===== config.mk =====
export PLATFORM = sky130hd
export DESIGN_NAME = stripmine_seq
export DESIGN_NICKNAME = d
export VERILOG_FILES = /design/src/rtl/stripmine_pkg.sv /design/src/rtl/stripmine_chunk.sv /design/src/rtl/stripmine_ptr.sv /design/src/rtl/stripmine_seq.sv
export SDC_FILE = /design/constraint.sdc
export NUM_CORES = 1
export LEC_CHECK = 0
export BUFFER_PORTS_ARGS = -buffer_cell sky130_fd_sc_hd__buf_4
export CORE_UTILIZATION = 30
export DETAILED_ROUTE_END_ITERATION = 8
export SKIP_CTS_REPAIR_TIMING = 1
export SLEW_MARGIN = 40
export SYNTH_ARGS = -nofsm -noshare
export SYNTH_HDL_FRONTEND = slang
export SYNTH_SLANG_ARGS = --single-unit

===== constraint.sdc =====
create_clock -name clk -period 3.5 [get_ports clk]
set_input_delay 0.7 -clock clk [delete_from_list [all_inputs] [get_ports clk]]
set_output_delay 0.7 -clock clk [all_outputs]
set_load 0.03 [all_outputs]

===== src/rtl/stripmine_pkg.sv =====
// Shared types of the strip-mining sequencer.
package stripmine_pkg;

    // Control states of the chunk loop.
    typedef enum logic [2:0] {
        ST_IDLE,
        ST_CONFIG,
        ST_READ_A,
        ST_READ_B,
        ST_WRITE,
        ST_ADVANCE,
        ST_DONE
    } seq_state_t;

endpackage


===== src/rtl/stripmine_chunk.sv =====
// Chunk length unit: returns min(remaining, limit) with a limit of 0 taken as 1.
// Assumes: purely combinational, used while the sequencer sets up a chunk.
module stripmine_chunk #(
    parameter int CNT_W = 16
) (
    input  logic [CNT_W-1:0] remaining,
    input  logic [CNT_W-1:0] limit,
    output logic [CNT_W-1:0] chunk_len
);

    logic [CNT_W-1:0] eff_limit;

    // Clamp the limit to at least one element, then take the minimum.
    always_comb begin
        eff_limit = (limit == '0) ? CNT_W'(1) : limit;
        chunk_len = (remaining < eff_limit) ? remaining : eff_limit;
    end

endmodule


===== src/rtl/stripmine_ptr.sv =====
// One address stream: loads its base at job start, steps by len << log2 on advance.
// Assumes: load and advance are never high together.
module stripmine_ptr #(
    parameter int ADDR_W = 32,
    parameter int CNT_W  = 16
) (
    input  logic              clk,
    input  logic              rst_n,
    input  logic              load,
    input  logic [ADDR_W-1:0] base,
    input  logic              advance,
    input  logic [CNT_W-1:0]  chunk_len,
    input  logic [1:0]        elem_log2,
    output logic [ADDR_W-1:0] ptr
);

    logic [ADDR_W-1:0] step;

    // Byte distance of one chunk.
    always_comb step = ADDR_W'(chunk_len) << elem_log2;

    // Address register: base on load, bumped on advance.
    always_ff @(posedge clk) begin
        if (!rst_n)       ptr <= '0;
        else if (load)    ptr <= base;
        else if (advance) ptr <= ptr + step;
    end

    // the address only moves on a load or an advance.
    a_r5_ptr_hold: assert property (@(posedge clk) disable iff (!rst_n)
        (!load && !advance) |=> $stable(ptr));

endmodule


===== src/rtl/stripmine_seq.sv =====
// Strip-mining loop sequencer. It walks NUM_SRC source streams and one destination
// stream in chunks of min(remaining, vlmax). For each chunk it issues the reads in
// stream order, then the write, then advances every stream at once.
// Assumes: req_done is a one-cycle acknowledge, seen only while req_valid is 1.
module stripmine_seq
    import stripmine_pkg::*;
#(
    parameter int ADDR_W    = 32,
    parameter int CNT_W     = 16,
    parameter int NUM_SRC   = 2,
    localparam int SRC_IDX_W = (NUM_SRC > 1) ? $clog2(NUM_SRC) : 1
) (
    input  logic                      clk,
    input  logic                      rst_n,
    input  logic                      start,
    input  logic [CNT_W-1:0]          n_elems,
    input  logic [1:0]                elem_log2,
    input  logic [CNT_W-1:0]          vlmax,
    input  logic [NUM_SRC*ADDR_W-1:0] src_base,
    input  logic [ADDR_W-1:0]         dst_base,
    input  logic                      req_done,
    output logic                      busy,
    output logic                      req_valid,
    output logic                      req_write,
    output logic [SRC_IDX_W-1:0]      req_src_idx,
    output logic [ADDR_W-1:0]         req_addr,
    output logic [CNT_W-1:0]          req_len,
    output logic                      done
);

    localparam int NUM_STREAMS = NUM_SRC + 1;

    seq_state_t           state_q, state_d;
    logic [CNT_W-1:0]     rem_q;
    logic [CNT_W-1:0]     vlmax_q;
    logic [1:0]           log2_q;
    logic [CNT_W-1:0]     vl_q;
    logic [CNT_W-1:0]     vl_calc;
    logic [SRC_IDX_W-1:0] src_sel_q;
    logic                 accept;
    logic                 load_ptrs;
    logic                 adv_ptrs;
    logic [ADDR_W-1:0]    ptr_q [NUM_STREAMS];

    stripmine_chunk #(.CNT_W(CNT_W)) u_chunk (
        .remaining (rem_q),
        .limit     (vlmax_q),
        .chunk_len (vl_calc)
    );

    // One address stream per source plus the destination (last index).
    for (genvar gi = 0; gi < NUM_STREAMS; gi++) begin : g_stream
        logic [ADDR_W-1:0] base_sel;
        if (gi < NUM_SRC) begin : g_src
            assign base_sel = src_base[gi*ADDR_W +: ADDR_W];
        end else begin : g_dst
            assign base_sel = dst_base;
        end
        stripmine_ptr #(.ADDR_W(ADDR_W), .CNT_W(CNT_W)) u_ptr (
            .clk       (clk),
            .rst_n     (rst_n),
            .load      (load_ptrs),
            .base      (base_sel),
            .advance   (adv_ptrs),
            .chunk_len (vl_q),
            .elem_log2 (log2_q),
            .ptr       (ptr_q[gi])
        );
    end

    // Request port decode from the current state.
    always_comb begin
        req_valid   = (state_q == ST_READ_A) || (state_q == ST_READ_B) || (state_q == ST_WRITE);
        req_write   = (state_q == ST_WRITE);
        req_src_idx = req_write ? '0 : src_sel_q;
        req_addr    = req_write ? ptr_q[NUM_SRC] : ptr_q[src_sel_q];
        req_len     = vl_q;
        busy        = (state_q != ST_IDLE);
        done        = (state_q == ST_DONE);
        accept      = req_valid && req_done;
        load_ptrs   = (state_q == ST_IDLE) && start;
        adv_ptrs    = (state_q == ST_ADVANCE);
    end

    // Next-state logic of the chunk loop.
    always_comb begin
        state_d = state_q;
        unique case (state_q)
            ST_IDLE:    if (start) state_d = (n_elems == '0) ? ST_DONE : ST_CONFIG;
            ST_CONFIG:  state_d = ST_READ_A;
            ST_READ_A:  if (accept) state_d = (NUM_SRC > 1) ? ST_READ_B : ST_WRITE;
            ST_READ_B:  if (accept && src_sel_q == SRC_IDX_W'(NUM_SRC - 1)) state_d = ST_WRITE;
            ST_WRITE:   if (accept) state_d = ST_ADVANCE;
            ST_ADVANCE: state_d = (rem_q == vl_q) ? ST_DONE : ST_CONFIG;
            ST_DONE:    state_d = ST_IDLE;
            default:    state_d = ST_IDLE;
        endcase
    end

    // State, job parameters, chunk length and source selector registers.
    always_ff @(posedge clk) begin
        if (!rst_n) begin
            state_q   <= ST_IDLE;
            rem_q     <= '0;
            vlmax_q   <= '0;
            log2_q    <= '0;
            vl_q      <= '0;
            src_sel_q <= '0;
        end else begin
            state_q <= state_d;
            if (load_ptrs) begin
                rem_q   <= n_elems;
                vlmax_q <= vlmax;
                log2_q  <= elem_log2;
            end
            if (state_q == ST_CONFIG) begin
                vl_q      <= vl_calc;
                src_sel_q <= '0;
            end
            if ((state_q == ST_READ_A || state_q == ST_READ_B) && accept
                && src_sel_q != SRC_IDX_W'(NUM_SRC - 1))
                src_sel_q <= src_sel_q + SRC_IDX_W'(1);
            if (adv_ptrs) rem_q <= rem_q - vl_q;
        end
    end

    // a descriptor never exceeds the clamped limit nor what is left, and is never empty.
    a_r2_len_bounded: assert property (@(posedge clk) disable iff (!rst_n)
        req_valid |-> (req_len != '0 && req_len <= rem_q
                       && req_len <= ((vlmax_q == '0) ? CNT_W'(1) : vlmax_q)));

    // an unacknowledged descriptor is held unchanged.
    a_r6_hold_request: assert property (@(posedge clk) disable iff (!rst_n)
        (req_valid && !req_done) |=> (req_valid && $stable(req_addr)
                                      && $stable(req_write) && $stable(req_src_idx)));

    // each advance takes exactly one chunk off the outstanding count.
    a_r3_count_down: assert property (@(posedge clk) disable iff (!rst_n)
        (state_q == ST_ADVANCE) |=> (rem_q == $past(rem_q) - $past(vl_q)));

    // completion is a single-cycle pulse and leaves nothing outstanding.
    a_r8_done_pulse: assert property (@(posedge clk) disable iff (!rst_n)
        done |=> !done);
    a_r8_done_empty: assert property (@(posedge clk) disable iff (!rst_n)
        (done && $past(state_q) == ST_ADVANCE) |-> (rem_q == '0));

endmodule


==> results of run 1 <==
synthesized netlist by cell type, types with 21 or more instances:
| cell | instances | area [µm²] |
|---|---|---|
| nand2_1 | 248 | 931 |
| dfxtp_1 | 150 | 3000 |
| a21oi_1 | 149 | 746 |
| o21ai_0 | 111 | 556 |
| nor2_1 | 102 | 383 |
| ha_1 | 87 | 1090 |
| clkbuf_1 | 79 | 297 |
| mux2i_1 | 66 | 661 |
| inv_1 | 57 | 214 |
| nand3_1 | 40 | 200 |
| a21o_1 | 39 | 293 |
| xnor2_1 | 37 | 324 |
| a311oi_1 | 36 | 315 |
| nor3_1 | 29 | 145 |
| and3_1 | 25 | 156 |
| xor2_1 | 25 | 219 |
| nand4_1 | 21 | 131 |
routing by layer:
| metal | wire [µm] | part of all wire [%] | vias up |
|---|---|---|---|
| met5 | 0 | 0 | - |
| li1 | - | - | 6198 |
| met3 | 2380 | 5.5 | 49 |
| met4 | 918 | 2.1 | 0 |
| met2 | 19500 | 45 | 394 |
| met1 | 20500 | 47 | 5953 |
where the power goes:
| group | internal, mW | leakage [nW] | switching [mW] |
|---|---|---|---|
| Sequential | 1.99 | 1.24 | 0.419 |
| Combinational | 1.81 | 4.88 | 2.34 |
| Clock | 1.17 | 0.281 | 0.777 |
| Total | 4.97 | 6.40 | 3.54 |
final cells by class:
| class | count | area share, % |
|---|---|---|
| Multi-Input combinational cell | 1275 | 56.4 |
| Sequential cell | 150 | 19.8 |
| Timing Repair Buffer | 274 | 14.2 |
| Tap cell | 518 | 4.26 |
| Clock buffer | 22 | 3.11 |
| Inverter | 58 | 1.45 |
| Clock inverter | 7 | 0.797 |
logic make-up after synthesis:
group	Yosys count	share of synthesized area, %
adders and majority gates	88	9.25
xor gates and xnor gates	62	4.53
and+or+nand+nor	555	21.6
muxes	77	7.33
buffers and inverters	156	5.00
DFF	150	25.1
AOI/OAI and AO/OA	493	27.2
flip-flops by register name (all words and copies together), names as in the netlist:
register            cells
src_sel_q               1
vlmax_q                16
g_stream.u_ptr.ptr     96
log2_q                  2
rem_q                  16
req_len                16
state_q                 3
metrics by stage:
step	TNS (ps)	instances
2_1_floorplan	0	1581
3_3_place_gp	-419	2265
3_5_place_dp	-654	2265
4_1_cts	-831	2294
5_1_grt	-258	2304
6_report	0	2304
worst max path at each step:
stage | from | to | slack (ps) | cells after the start
after floorplan | log2_q[1]$_SDFFE_PN0P_ | g_stream[0].u_ptr.ptr[23]$_SDFFE_PN0P_ | 5 | 11
after global placement | log2_q[0]$_SDFFE_PN0P_ | g_stream[2].u_ptr.ptr[28]$_SDFFE_PN0P_ | -120 | 14
after detailed placement | log2_q[0]$_SDFFE_PN0P_ | g_stream[2].u_ptr.ptr[28]$_SDFFE_PN0P_ | -180 | 14
after CTS | log2_q[0]$_SDFFE_PN0P_ | g_stream[2].u_ptr.ptr[28]$_SDFFE_PN0P_ | -200 | 14
after global routing | log2_q[0]$_SDFFE_PN0P_ | g_stream[1].u_ptr.ptr[28]$_SDFFE_PN0P_ | -60 | 15
final | log2_q[0]$_SDFFE_PN0P_ | g_stream[1].u_ptr.ptr[24]$_SDFFE_PN0P_ | 90 | 11
tightest hold or removal path, cell delays in order (launching register included):
cell     delay, ps
dfxtp_1        310
nand2_1         50
a21oi_1         50
==> results.toml, run 1 <==
[routing]
first_pass_iters = 6
drc_errors = 0
avgRoutedWirePerCell_um = 18.8
wl_mm = 43.2
viasPerCell = 5.47
ant_nets = 0
vias = 12600
dr.first_iter.drc_count = 786

[critical_path]
crit_slowest_cell = "mux4_2"
path_delay_family = "compound AO/OA/AOI/OAI gates"
path_class = "reg2reg"
reg2reg_depth = 11
path_buf_inv = 2
critPathLaunchType = "register"
worstPathRequired_ps = 3830
crit_path_end_kind = "register"
cp_max_fo = 6
r2r_slack_ps = 90
path_cells = "clkbuf_16, mux4_2, ha_4, a2111o_1, nor2_1, nand3_2, a41o_1, a2111oi_4, buf_4, o31ai_1, a311oi_1"
cp.arrival_ps = 3740
slowest_delay_ps = 600
r2r-end = "g_stream[1].u_ptr.ptr[24]$_SDFFE_PN0P_"
r2r-start = "log2_q[0]$_SDFFE_PN0P_"

[cells_and_area]
diodes = 0
seq_area_um2 = 3010
area_delta_synth_final_pct = 27.1
stdcell_area_um2 = 15200
final_common_cell = "buf_4"
fillCellCount = 4026
final_cell_mix = "buf_4 (265), nand2_1 (247), a21oi_1 (148)"
multiInputGateArea_um2 = 8590
post-route-util_pct = 39.0
layout-drive-gt1-share_pct = 20.6
layout.nets = 1998

[clock_network]
clockRootBuffer = "clkbuf_16"
clk_pin_slew_ps = 60
numCtsBuffers = 17
clk_latency_ps = 450
clock_sinks = 150
cts_tree = "yes"
htree_num_levels = 4
cts_buffer_depth = 2

[grt]
grtUsageMet3_pct = 3.32
grt_pass1_vias = 12200
grt_use_total_pct = 20.8
grt_use_met1_pct = 28.9
grt_max_degree = 81
grt_pass1_wl_mm = 67.4
grt_overflow = 0
antenna_found_initial = 0
grt_busiest_layer = "met2"
use_met2_pct = 32.9

[worst_hold_path]
hold-path-endpoint = "vlmax_q[0]$_SDFFE_PN0P_"
holdCritStartpoint = "vlmax_q[0]$_SDFFE_PN0P_"
hold_class = "reg2reg"
hold_depth = 2

[timing]
whs_ps = 465
setup-violations-final = 0
finalMaxSlewViolations = 0
finClkSkew_ps = 17.5
worst_pin_slew_ps = 820
rsz0062_at_grt = "yes"
min_period_ps = 3410
timing.slew.headroom_pct = 45.4
fin_ws_ps = 93.6
max_clock_freq_mhz = 294
hold_viol_final = 0
period_share_pct = 97.3

[floorplan]
rows = 72
core_um2 = 39000
die_h_um = 202
io_pins = 187
die-width_um = 202
die_area_um2 = 40700
initial_core_util_pct = 30.7

[placed_design]
gp_congestion = 0.953
placed_cell_area_um2 = 14300
place_ws_ps = -181
dp_hpwl_mm = 32.4
portBuffers = 186

[logic_synthesis]
yosysWarnings = 0
synth.distinct_cells = 84
syn-num-nets = 1803
syn_inst = 1581
ys_seq_elements = 150
synth.yosys.seq_area_share_pct = 25.1
synth_area_per_cell_um2 = 7.58
synth_top_flop_cell = "dfxtp_1"
synthArstFlopShare_pct = 0
synth-edff-count = 0
syn_area_um2 = 12000

[outcome]
status = "finished, final reports clean"

[power_and_ir_drop]
power_leakage_nw = 6.40
power_density_nw_per_um2 = 559
p_total_mw = 8.51
peakVddDrop_mv = 0.358

[job]
maxCapViolCount = 0
Note: power is estimated with default switching activity, not from simulation.
==> inputs of run 2 (changes only) <==
--- a/config.mk
+++ b/config.mk
@@ -6,8 +6,10 @@
 export NUM_CORES = 1
 export LEC_CHECK = 0
 export BUFFER_PORTS_ARGS = -buffer_cell sky130_fd_sc_hd__buf_4
+export CORE_ASPECT_RATIO = 0.75
 export CORE_UTILIZATION = 30
 export DETAILED_ROUTE_END_ITERATION = 8
+export MAX_ROUTING_LAYER = met4
 export SKIP_CTS_REPAIR_TIMING = 1
 export SLEW_MARGIN = 40
 export SYNTH_ARGS = -nofsm -noshare
==> run 2 against run 1 <==
Effect of this change: clock power is essentially flat; die area is essentially flat; sequential share of layout area is essentially flat; fmax shrank 0.28%; first-iteration DRC count grew 39%; final cell count shrank 0.48%; worst hold slack gained 17 ps; clock-buffer cell count shrank 5; flip-flop and latch count is the same; combinational power grew 1%; routed wire length grew 1.4%; critical path type unchanged.
==> results.toml, run 2 (synthesized netlist as in run 1, its figures left out) <==
[routing]
first_pass_iters = 5
ant_nets = 0
vias = 12800
avgRoutedWirePerCell_um = 19.1
dr.first_iter.drc_count = 1090
drc_errors = 0
viasPerCell = 5.58
wl_mm = 43.8

[grt]
grt_use_total_pct = 21.4
grt_max_degree = 97
grtUsageMet3_pct = 3.83
grt_pass1_wl_mm = 66.0
grt_pass1_vias = 11500
antenna_found_initial = 0
use_met2_pct = 31.9
grt_overflow = 0
grt_busiest_layer = "met2"
grt_use_met1_pct = 30.0

[cells_and_area]
instances_no_fill = 2293
regMostFlops = "g_stream.u_ptr.ptr"
area_delta_synth_final_pct = 27.2
final_common_cell = "buf_4"
layout-drive-gt1-share_pct = 21.3
final_cell_mix = "buf_4 (259), nand2_1 (246), dfxtp_1 (147)"
largest_reg_flops = 96
layout.nets = 1990
diodes = 0

[timing]
finClkSkew_ps = 17.2
min_period_ps = 3420
finalMaxSlewViolations = 0
setup-violations-final = 0
period_share_pct = 97.6
hold_viol_final = 0
rsz0062_at_grt = "yes"
timing.slew.headroom_pct = 40.7
worst_pin_slew_ps = 884
whs_ps = 483
max_clock_freq_mhz = 293

[placed_design]
dp_hpwl_mm = 32.5
portBuffers = 186
gp_congestion = 0.948
dp.cells = 2255

[floorplan]
io_pins = 187
die_area_um2 = 40700
core_um2 = 38800
die_h_um = 175
die-width_um = 233
rows = 62
initial_core_util_pct = 30.9

[clock_network]
clockRootBuffer = "clkbuf_16"
cts_buffer_depth = 2
clock_sinks = 150
numCtsBuffers = 17
clk_latency_ps = 460
clk_pin_slew_ps = 70
cts_tree = "yes"
htree_num_levels = 4

[critical_path]
path_class = "reg2reg"
critPathLaunchType = "register"
cp_max_fo = 7
cp.arrival_ps = 3780
worstPathRequired_ps = 3870
crit_path_end_kind = "register"

[outcome]
status = "finished, final reports clean"

[power_and_ir_drop]
peakVddDrop_mv = 0.375
power_density_nw_per_um2 = 559
p_total_mw = 8.52
power_leakage_nw = 6.37

[worst_hold_path]
hold_class = "reg2reg"

[job]
maxCapViolCount = 0
==> run 2: cell types whose count changed in the layout (fill, tap and decap cells not counted), sizes merged <==
cell,change
clkbuf,-5
buf,-8
bufinv,-1
inv,+5
clkinv,+4
==> run 2: cell type report <==
type                    count  area, µm²
fillers                  4018      23500
multi-input cells        1275       8690
repair buffers            266       2090
clock inverters            15        170
inverters                  58        220
well taps                 512        641
clock buffers              17        425
flip-flops and latches    150       3010
==> run 2: final timing paths <==
kind / startpoint / end / slack (ps) / cells after the start
min reg2reg: g_stream[1].u_ptr.ptr[0]$_SDFFE_PN0P_ / g_stream[1].u_ptr.ptr[0]$_SDFFE_PN0P_ / 480 / 2
max reg2reg: log2_q[0]$_SDFFE_PN0P_ / g_stream[1].u_ptr.ptr[28]$_SDFFE_PN0P_ / 80 / 12
max: log2_q[0]$_SDFFE_PN0P_ / g_stream[1].u_ptr.ptr[28]$_SDFFE_PN0P_ / 80 / 12
min: g_stream[1].u_ptr.ptr[0]$_SDFFE_PN0P_ / g_stream[1].u_ptr.ptr[0]$_SDFFE_PN0P_ / 480 / 2
==> run 2: stage by stage <==
step           setup TNS, ps  cell area (µm²)  util (%)  worst slack, ps
4_1_cts                 -925            14900      38.3             -157
2_1_floorplan              0            12000         -             5.15
6_report                   0            15200      39.3             83.9
3_3_place_gp            -129            14300      36.8            -48.5
5_1_grt                 -316            15200      39.3            -45.1
3_5_place_dp            -623            14300      36.8             -137
==> run 2: worst max-delay path: stages, from the launching register on <==
cell	delay, ps
dfxtp_4	410
buf_12	150
mux4_2	590
ha_4	320
and3_1	170
nor2b_2	170
nand2_2	110
nand3_2	110
a41o_1	240
a2111oi_4	100
buf_4	180
or4_4	510
a311oi_2	260
==> run 2: where the power goes <==
part           switching (mW)  total, mW  internal (mW)
clock                   0.880       1.95           1.07
sequential              0.391       2.38           1.99
combinational            2.41       4.19           1.78
==> run 2: metal layers <==
metal	vias up	wire length [µm]
li1	6200	-
met1	6078	20900
met5	-	0
met4	0	552
met2	477	19400
met3	40	2970
==> inputs of run 3 (changes only) <==
--- a/config.mk
+++ b/config.mk
@@ -10,7 +10,6 @@
 export CORE_UTILIZATION = 30
 export DETAILED_ROUTE_END_ITERATION = 8
 export MAX_ROUTING_LAYER = met4
-export SKIP_CTS_REPAIR_TIMING = 1
 export SLEW_MARGIN = 40
 export SYNTH_ARGS = -nofsm -noshare
 export SYNTH_HDL_FRONTEND = slang
==> constraint.sdc (replaced) <==
create_clock -name clk -period 4.15 [get_ports clk]
set_input_delay 0.83 -clock clk [delete_from_list [all_inputs] [get_ports clk]]
set_output_delay 0.83 -clock clk [all_outputs]
set_load 0.03 [all_outputs]
==> run 3 against run 2 <==
Effect of this change: total power down 18%; die area did not move; worst setup slack improved by 190 ps; sequential power is 15% lower; clock skew is 3.2 ps lower; clock-buffer cell count up 2; critical path depth stayed put.
==> results.toml, run 3 (synthesized netlist as in run 1, its figures left out) <==
[clock_network]
clk_pin_slew_ps = 70
cts_buffer_depth = 2
numCtsBuffers = 17
cts_tree = "yes"
clock_sinks = 150
clk_latency_ps = 450
clockRootBuffer = "clkbuf_16"
htree_num_levels = 4
holdBufCountCts = 0

[critical_path]
worstPathRequired_ps = 4500
path_class = "reg2reg"
reg2reg_depth = 12
r2r-end = "g_stream[1].u_ptr.ptr[20]$_SDFFE_PN0P_"
cp.arrival_ps = 4230
r2r_slack_ps = 270
cp_max_fo = 12
r2r-start = "req_len[0]$_SDFFE_PN0P_"
critPathLaunchType = "register"
crit_path_end_kind = "register"

[placed_design]
place_ws_ps = 331
gp_congestion = 0.944
dp_hpwl_mm = 32.2
portBuffers = 186

[timing]
max_clock_freq_mhz = 258
setup-violations-final = 0
finalMaxSlewViolations = 0
setup_tns_ps = 0
finClkSkew_ps = 14.0
rsz0062_at_grt = "no"
timing.slew.headroom_pct = 48.2
period_share_pct = 93.5
fin_ws_ps = 269
min_period_ps = 3880
hold_viol_final = 0
worst_pin_slew_ps = 772

[grt]
use_met2_pct = 31.0
grt_max_degree = 80
grtUsageMet3_pct = 3.69
grt_pass1_vias = 11600
grt_use_met1_pct = 29.7
grt_use_total_pct = 21.2
grt_overflow = 0
grt_busiest_layer = "met2"
grt_pass1_wl_mm = 65.4
antenna_found_initial = 0

[cells_and_area]
final_cell_mix = "nand2_1 (247), buf_4 (210), a21oi_1 (149)"
area_delta_synth_final_pct = 21.3
multiInputGateArea_um2 = 8390
layout-drive-gt1-share_pct = 16.4
diodes = 0
regMostFlops = "g_stream.u_ptr.ptr"
layout.nets = 1937
largest_reg_flops = 96
seq_area_um2 = 3010
fillCellCount = 4059
final_common_cell = "nand2_1"

[power_and_ir_drop]
power_leakage_nw = 6.06
peakVddDrop_mv = 0.302
power_density_nw_per_um2 = 481
p_total_mw = 6.98

[job]
maxCapViolCount = 0

[routing]
dr.first_iter.drc_count = 1150
avgRoutedWirePerCell_um = 18.9
wl_mm = 42.4
vias = 12400
viasPerCell = 5.56
drc_errors = 0
first_pass_iters = 5
ant_nets = 0

[outcome]
status = "finished, final reports clean"

[floorplan]
rows = 62
die_area_um2 = 40700
die_h_um = 175
initial_core_util_pct = 30.9
core_um2 = 38800
die-width_um = 233
io_pins = 187

[worst_hold_path]
hold_depth = 2
hold_class = "reg2reg"
hold-path-endpoint = "g_stream[2].u_ptr.ptr[0]$_SDFFE_PN0P_"
holdCritStartpoint = "g_stream[2].u_ptr.ptr[0]$_SDFFE_PN0P_"
[run 3: cell count changes in the layout (fill, tap and decap cells not counted), sizes merged]
cell,change
buf,-51
bufinv,+2
clkinvlp,-1
inv,-3
[run 3: layout make-up]
type,count,share of cell area [%]
multi-input cells,1275,57.8
clock inverters,13,1.35
flip-flops and latches,150,20.7
inverters,58,1.52
well taps,512,4.41
repair buffers,213,11.2
clock buffers,19,3.05
[run 3: worst max-delay path by stage]
stage | startpoint | to | slack [ps] | cells after the start
final | req_len[0]$_SDFFE_PN0P_ | g_stream[1].u_ptr.ptr[20]$_SDFFE_PN0P_ | 270 | 12
after CTS | req_len[0]$_SDFFE_PN0P_ | g_stream[1].u_ptr.ptr[20]$_SDFFE_PN0P_ | 310 | 12
after global placement | req_len[0]$_SDFFE_PN0P_ | g_stream[1].u_ptr.ptr[22]$_SDFFE_PN0P_ | 350 | 12
after detailed placement | log2_q[1]$_SDFFE_PN0P_ | g_stream[0].u_ptr.ptr[22]$_SDFFE_PN0P_ | 330 | 12
after floorplan | log2_q[0]$_SDFFE_PN0P_ | g_stream[0].u_ptr.ptr[22]$_SDFFE_PN0P_ | 410 | 14
after global routing | req_len[0]$_SDFFE_PN0P_ | g_stream[1].u_ptr.ptr[20]$_SDFFE_PN0P_ | 70 | 12
[run 3: metrics by stage]
stage | std cells | cell area (µm²) | hold slack, ps | util (%)
floorplan | 1581 | 12000 | 445 | -
global placement | 2208 | 13900 | 462 | 35.8
detailed placement | 2208 | 13900 | 473 | 35.8
CTS | 2240 | 14500 | 483 | 37.4
global route | 2240 | 14500 | 498 | 37.5
finish | 2240 | 14500 | 481 | 37.5
[run 3: critical path, cell delays in order (launching register included)]
cell and delay [ps]:
dfxtp_1 530, nor3b_1 530, ha_1 420, ha_1 230
a21oi_1 70, o22ai_1 340, nand2_1 200, nand3_1 140
a41o_1 250, a2111oi_2 100, buf_4 190, or4_1 500
a311oi_1 280
[run 3: where the power goes]
group	total (mW)	switching, mW	internal, mW	leakage, nW
Combinational	3.22	1.91	1.32	4.52
Clock	1.74	0.702	1.03	0.304
Sequential	2.02	0.345	1.68	1.24
Total	6.98	2.95	4.03	6.06
[run 3: timing repair]
item | CTS | global route
resized for setup | 0 | 1
buffers inserted | 0 | 0
hold endpoints to repair | 0 | 0
endpoints found under the setup margin | 0 | 2
[run 3: per-layer routing]
layer / part of all wire [%] / vias up
met1: 48 / 5878
li1: - / 6084
met5: 0 / -
met2: 43 / 437
met3: 6.6 / 46
met4: 1.9 / 0
